## src/rtl/qfb_pkg.sv

```systemverilog
package qfb_pkg;

    typedef enum logic {
        MODE_DIRECT = 1'b0,
        MODE_POLLED = 1'b1
    } flag_mode_e;

    // Bus ownership control produced by each scheduling scheme.
    typedef struct packed {
        logic drive;
        logic sync;
    } bus_ctl_t;

    localparam bus_ctl_t CTL_IDLE = '{drive: 1'b0, sync: 1'b0};

endpackage

```

## src/rtl/qfb_mode_latch.sv

```systemverilog
module qfb_mode_latch
    import qfb_pkg::*;
(
    input  logic       clk,
    input  logic       rst,
    input  logic       mode_sel_i,
    output flag_mode_e mode_o
);

    flag_mode_e mode_q;

    always_ff @(posedge clk) begin
        if (rst) begin
            mode_q <= flag_mode_e'(mode_sel_i);
        end
    end

    assign mode_o = mode_q;

    AST_MODE_HOLD: assert property (@(posedge clk) disable iff (rst)
        1'b1 |=> $stable(mode_q));

endmodule

```

## src/rtl/qfb_poll_scan.sv

```systemverilog
module qfb_poll_scan
    import qfb_pkg::*;
#(
    parameter int ID_W = 3
) (
    input  logic            clk,
    input  logic            rst,
    input  logic            en_i,
    input  logic [ID_W-1:0] dev_id_i,
    output bus_ctl_t        ctl_o
);

    localparam int              NUM_DEV = 1 << ID_W;
    localparam logic [ID_W-1:0] LAST    = ID_W'(NUM_DEV - 1);

    logic [ID_W-1:0] slot_q;
    logic            active_q;

    always_ff @(posedge clk) begin
        if (rst) begin
            slot_q   <= LAST;
            active_q <= 1'b0;
        end else begin
            active_q <= 1'b1;
            slot_q   <= (slot_q == LAST) ? '0 : slot_q + 1'b1;
        end
    end

    always_comb begin
        ctl_o       = CTL_IDLE;
        ctl_o.drive = en_i && active_q && (slot_q == dev_id_i);
        ctl_o.sync  = en_i && active_q && (slot_q == '0);
    end

    AST_SYNC_SINGLE: assert property (@(posedge clk) disable iff (rst)
        ctl_o.sync |=> !ctl_o.sync);

    AST_SCAN_START: assert property (@(posedge clk) disable iff (rst)
        (active_q && !$past(active_q)) |-> (slot_q == '0));

    AST_SLOT_MOVES: assert property (@(posedge clk) disable iff (rst)
        (active_q && $past(active_q)) |-> (slot_q != $past(slot_q)));

endmodule

```

## src/rtl/qfb_direct_sel.sv

```systemverilog
module qfb_direct_sel
    import qfb_pkg::*;
#(
    parameter int ID_W = 3
) (
    input  logic            clk,
    input  logic            rst,
    input  logic            en_i,
    input  logic            strobe_i,
    input  logic [ID_W-1:0] addr_i,
    input  logic [ID_W-1:0] dev_id_i,
    output bus_ctl_t        ctl_o
);

    logic sel_q;

    always_ff @(posedge clk) begin
        if (rst) begin
            sel_q <= 1'b0;
        end else if (en_i && strobe_i) begin
            sel_q <= (addr_i == dev_id_i);
        end
    end

    always_comb begin
        ctl_o       = CTL_IDLE;
        ctl_o.drive = en_i && sel_q;
    end

    AST_DIR_TAKE: assert property (@(posedge clk) disable iff (rst)
        (en_i && strobe_i && addr_i == dev_id_i) |=> sel_q);

    AST_DIR_RELEASE: assert property (@(posedge clk) disable iff (rst)
        (en_i && strobe_i && addr_i != dev_id_i) |=> !sel_q);

    AST_DIR_HOLD: assert property (@(posedge clk) disable iff (rst)
        !strobe_i |=> $stable(sel_q));

endmodule

```

## src/rtl/qflag_bus.sv

```systemverilog
module qflag_bus
    import qfb_pkg::*;
#(
    parameter int NUM_Q = 4,
    parameter int ID_W  = 3
) (
    input  logic             clk,
    input  logic             rst,
    input  logic             mode_sel_i,
    input  logic [ID_W-1:0]  dev_id_i,
    input  logic [NUM_Q-1:0] flag_n_i,
    input  logic             strobe_i,
    input  logic [ID_W-1:0]  addr_i,
    output logic [NUM_Q-1:0] bus_o,
    output logic             bus_en_o,
    output logic             sync_o
);

    flag_mode_e       mode;
    logic             polled;
    bus_ctl_t         poll_ctl;
    bus_ctl_t         dir_ctl;
    bus_ctl_t         ctl;
    logic [NUM_Q-1:0] flag_q;

    qfb_mode_latch u_mode (
        .clk        (clk),
        .rst        (rst),
        .mode_sel_i (mode_sel_i),
        .mode_o     (mode)
    );

    assign polled = (mode == MODE_POLLED);

    qfb_poll_scan #(.ID_W(ID_W)) u_scan (
        .clk      (clk),
        .rst      (rst),
        .en_i     (polled),
        .dev_id_i (dev_id_i),
        .ctl_o    (poll_ctl)
    );

    qfb_direct_sel #(.ID_W(ID_W)) u_dsel (
        .clk      (clk),
        .rst      (rst),
        .en_i     (!polled),
        .strobe_i (strobe_i),
        .addr_i   (addr_i),
        .dev_id_i (dev_id_i),
        .ctl_o    (dir_ctl)
    );

    // Flag sample register: bus shows flags one clock late.
    always_ff @(posedge clk) begin
        flag_q <= flag_n_i;
    end

    assign ctl      = polled ? poll_ctl : dir_ctl;
    assign bus_en_o = ctl.drive;
    assign sync_o   = ctl.sync;

    for (genvar q = 0; q < NUM_Q; q++) begin : g_lane
        assign bus_o[q] = ctl.drive ? flag_q[q] : 1'b1;
    end

    AST_IDLE_LEVEL: assert property (@(posedge clk) disable iff (rst)
        !bus_en_o |-> (bus_o == '1));

    AST_DIRECT_NO_SYNC: assert property (@(posedge clk) disable iff (rst)
        !polled |-> !sync_o);

    AST_OWNED_FOLLOWS: assert property (@(posedge clk) disable iff (rst)
        bus_en_o |-> (bus_o == $past(flag_n_i)));

    AST_SYNC_OWNER: assert property (@(posedge clk) disable iff (rst)
        (sync_o && bus_en_o) |-> (dev_id_i == '0));

endmodule

```

## config.mk

```make
export PLATFORM = sky130hd
export DESIGN_NAME = qflag_bus
export DESIGN_NICKNAME = d
export VERILOG_FILES = /design/src/rtl/qfb_pkg.sv /design/src/rtl/qfb_mode_latch.sv /design/src/rtl/qfb_poll_scan.sv /design/src/rtl/qfb_direct_sel.sv /design/src/rtl/qflag_bus.sv
export SDC_FILE = /design/constraint.sdc
export NUM_CORES = 1
export LEC_CHECK = 0
export BUFFER_PORTS_ARGS = -buffer_cell sky130_fd_sc_hd__buf_2
export CORE_AREA = 8 8 45 47
export CTS_CLUSTER_DIAMETER = 80
export DETAILED_ROUTE_END_ITERATION = 10
export DIE_AREA = 0 0 53 55
export GPL_TIMING_DRIVEN = 0
export SYNTH_ARGS = -nofsm -noshare
export SYNTH_HDL_FRONTEND = slang
export SYNTH_SLANG_ARGS = --single-unit
```

## constraint.sdc

```tcl
create_clock -name clk -period 1.6 [get_ports clk]
set_input_delay 0.16 -clock clk [delete_from_list [all_inputs] [get_ports clk]]
set_output_delay 0.16 -clock clk [all_outputs]
set_load 0.01 [all_outputs]
```

==> results.ini <==
[pwr]
p_seq_frac = 0.462
finalPower_uw = 649
p_comb_frac = 0.190
internal_power_uw = 487
p_sw_uw = 162
p_sw_frac = 0.250
powerDensity_nw_per_um2 = 1010
total_leakage_power_nw = 0.302
peakVddDrop_v = 0.000368
clkPwrFrac = 0.347

[placed_design]
portBuffers = 19
placed_area_um2 = 538
place_congestion = 0.684
hpwl_um = 666

[logic_synthesis]
avgSynthCellArea_um2 = 11.4
yosysSeqAreaShare = 0.497
synth_area_leader_cell = dfxtp_1
syn_area_um2 = 423
ys_warn_count = 0
syn-num-nets = 54
synth_seq_cells = 10
synth.top_cells.by_area = dfxtp_1 43%, ha_1 8.9%, nand2b_1 8.9%
synthCells = 37
ys_types = 15
yosysTopAreaCellShare = 0.426

[cells_and_area]
fill_cells = 132
antenna_cells = 0
final_nets = 84
fin_util = 0.464
drive_gt1_frac = 0.485
final_area_um2 = 642
area_growth_pct = 51.8

[floorplanning]
placementRows = 14
core_region_area_um2 = 1380
start_util = 0.306
ios = 20
die_h_um = 55
fp.dieW_um = 53
die-area_um2 = 2920

[sta]
fmax_mhz = 632
min_period_ns = 1.58
slew_viol_final = 0
max-slew-margin-rel = 0.751
rsz0062_at_grt = true
setup_tns_ns = 0
tightestPinTransition_ns = 0.372
setup_viol = 0
finalHoldViolCount = 0
period_share = 0.990
clock_skew_ns = 0.000417

[cts]
cts_root_buf = clkbuf_4
cts_max_level = 1
clockBufferDepth = 2
cts_sinks = 10
clkTransAtPathRegs_ns = 0.06
worst_skew_pair.late_latency_ns = 0.26
cts_buffers = 3
cts_tree = built

[critical_path]
r2r-end = u_scan.slot_q[2]$_SDFF_PP1_
r2r_cells = 4
worstSetupStartpointType = register
endpoint_kind = output pin
max_stage_delay_ns = 0.43
cp.depth = 4
worstSetupStartpoint = u_scan.slot_q[1]$_SDFF_PP1_
crit_path_end = bus_o[2]
r2r_slack_ns = 0.32
crit_required_ns = 1.44
reg2reg_from = u_scan.slot_q[1]$_SDFF_PP1_
critPathMaxFanout = 5
worstPathCellList = xor2_2, o41ai_4, nand2b_1, buf_2
path_class = register to output pin
arrival_ns = 1.42
crit_buf_inv = 1
worst_path_max_delay_cell = o41ai_4
cpLargestDelayFamily = compound AO/OA/AOI/OAI gates

[global_route]
track_usage = 0.0796
first_global_vias = 386
antenna_found_initial = 0
grt_pass1_wl_um = 1590
grt_start_max_net_pins = 7
gr-total-overflow = 0

[detailed_routing]
antenna_left = 0
drcViolationCount = 0
drt_iter0_markers = 4
first_pass_iters = 2
wl_per_cell_um = 11.3
vias = 358
via_per_inst = 4.37
routed_wl_um = 924

[min_path]
hp-class = primary input to register

[run_status]
status = complete, no violations

[flow_run]
maxCapViolations = 0

[synthesized netlist by cell type]
cell	number
nand2_1	1
edfxtp_1	1
nand4_1	1
nand2b_1	6
ha_1	3
inv_1	3
a21oi_1	1
or2_2	2
dfxtp_1	9
xor2_1	3
o21ai_0	1
nor2b_1	1
o41ai_4	1
nor3b_1	1
xnor2_1	3
[timing repair]
item / in CTS / in global routing
resized for setup: 4 / 0
hold endpoints to repair: 4 / 0
setup buffers: 2 / 0
hold buffers: 4 / 0
endpoints found under the setup margin: 5 / 5
pin swaps: 1 / 0
[sequential cells by signal (all words and copies together), names as in the netlist]
name	count
flag_q	4
u_scan.active_q	1
u_dsel.sel_q	1
u_mode.mode_o	1
u_scan.slot_q	3
[placed cells by master, fill, tap and decap left out, drive strengths merged]
cell and n:
edfxtp 1, nor3b 1, dfxtp 9, xnor2 3, xor2 3, nand2b 6, or2 2, dlygate4sd3 4
clkbuf 4, o21ai 1, ha 3, o41ai 1, nand4 1, buf 21, a21oi 1, inv 3
nand2 1, nor2b 1
[cell type report]
type	count	area (um2)	share of cell area
Sequential cell	10	213	0.331
Multi-Input combinational cell	24	211	0.329
Timing Repair Buffer	25	150	0.234
Clock buffer	4	36.3	0.0565
Tap cell	16	20.0	0.0312
Inverter	3	11.3	0.0175
[cells by family after synthesis]
| kind of cell | after synthesis | synth area share |
|---|---|---|
| AND/OR/NAND/NOR | 12 | 0.175 |
| flip-flops | 10 | 0.497 |
| XOR/XNOR | 6 | 0.124 |
| AO/OA/AOI/OAI | 3 | 0.0887 |
| buffers and inverters | 3 | 0.0266 |
| adder cells (fa/ha/maj) | 3 | 0.0888 |
[power by group through the flow]
stage	Combinational [mW]	Clock, mW	Sequential (mW)
floorplan	0.0673	0	0.298
global placement	0.0996	0	0.302
detailed placement	0.101	0	0.303
CTS	0.126	0.233	0.300
global route	0.144	0.244	0.302
finish	0.124	0.225	0.300
[layer usage]
| metal | vias to the layer above | global-route usage | part of all wire |
|---|---|---|---|
| li1 | 176 | - | - |
| met1 | 163 | 0.0677 | 0.32 |
| met2 | 14 | 0.121 | 0.49 |
| met3 | 5 | 0.0321 | 0.12 |
| met4 | 0 | 0.116 | 0.062 |
| met5 | - | 0 | 0 |
[how the worst min path moves through the flow]
stage	startpoint	endpoint	slack (ns)	cells after the start
final	mode_sel_i	u_mode.mode_o$_DFFE_PP_	0.06	1
after global placement	flag_n_i[0]	flag_q[0]$_DFF_P_	0.26	1
after floorplan	flag_n_i[0]	flag_q[0]$_DFF_P_	0.19	0
after CTS	mode_sel_i	u_mode.mode_o$_DFFE_PP_	0.05	1
after detailed placement	flag_n_i[1]	flag_q[1]$_DFF_P_	0.27	1
after global routing	mode_sel_i	u_mode.mode_o$_DFFE_PP_	0.05	1
[metrics by stage]
step | cells | hold slack, ns | setup slack (ns)
after floorplan | 37 | 0.188 | 0.320
after global placement | 72 | 0.263 | 0.239
after detailed placement | 72 | 0.265 | 0.237
after CTS | 82 | 0.0541 | -0.00473
after global routing | 82 | 0.0514 | -0.0744
final | 82 | 0.0615 | 0.0166
Power figures use the tool's default switching activity.
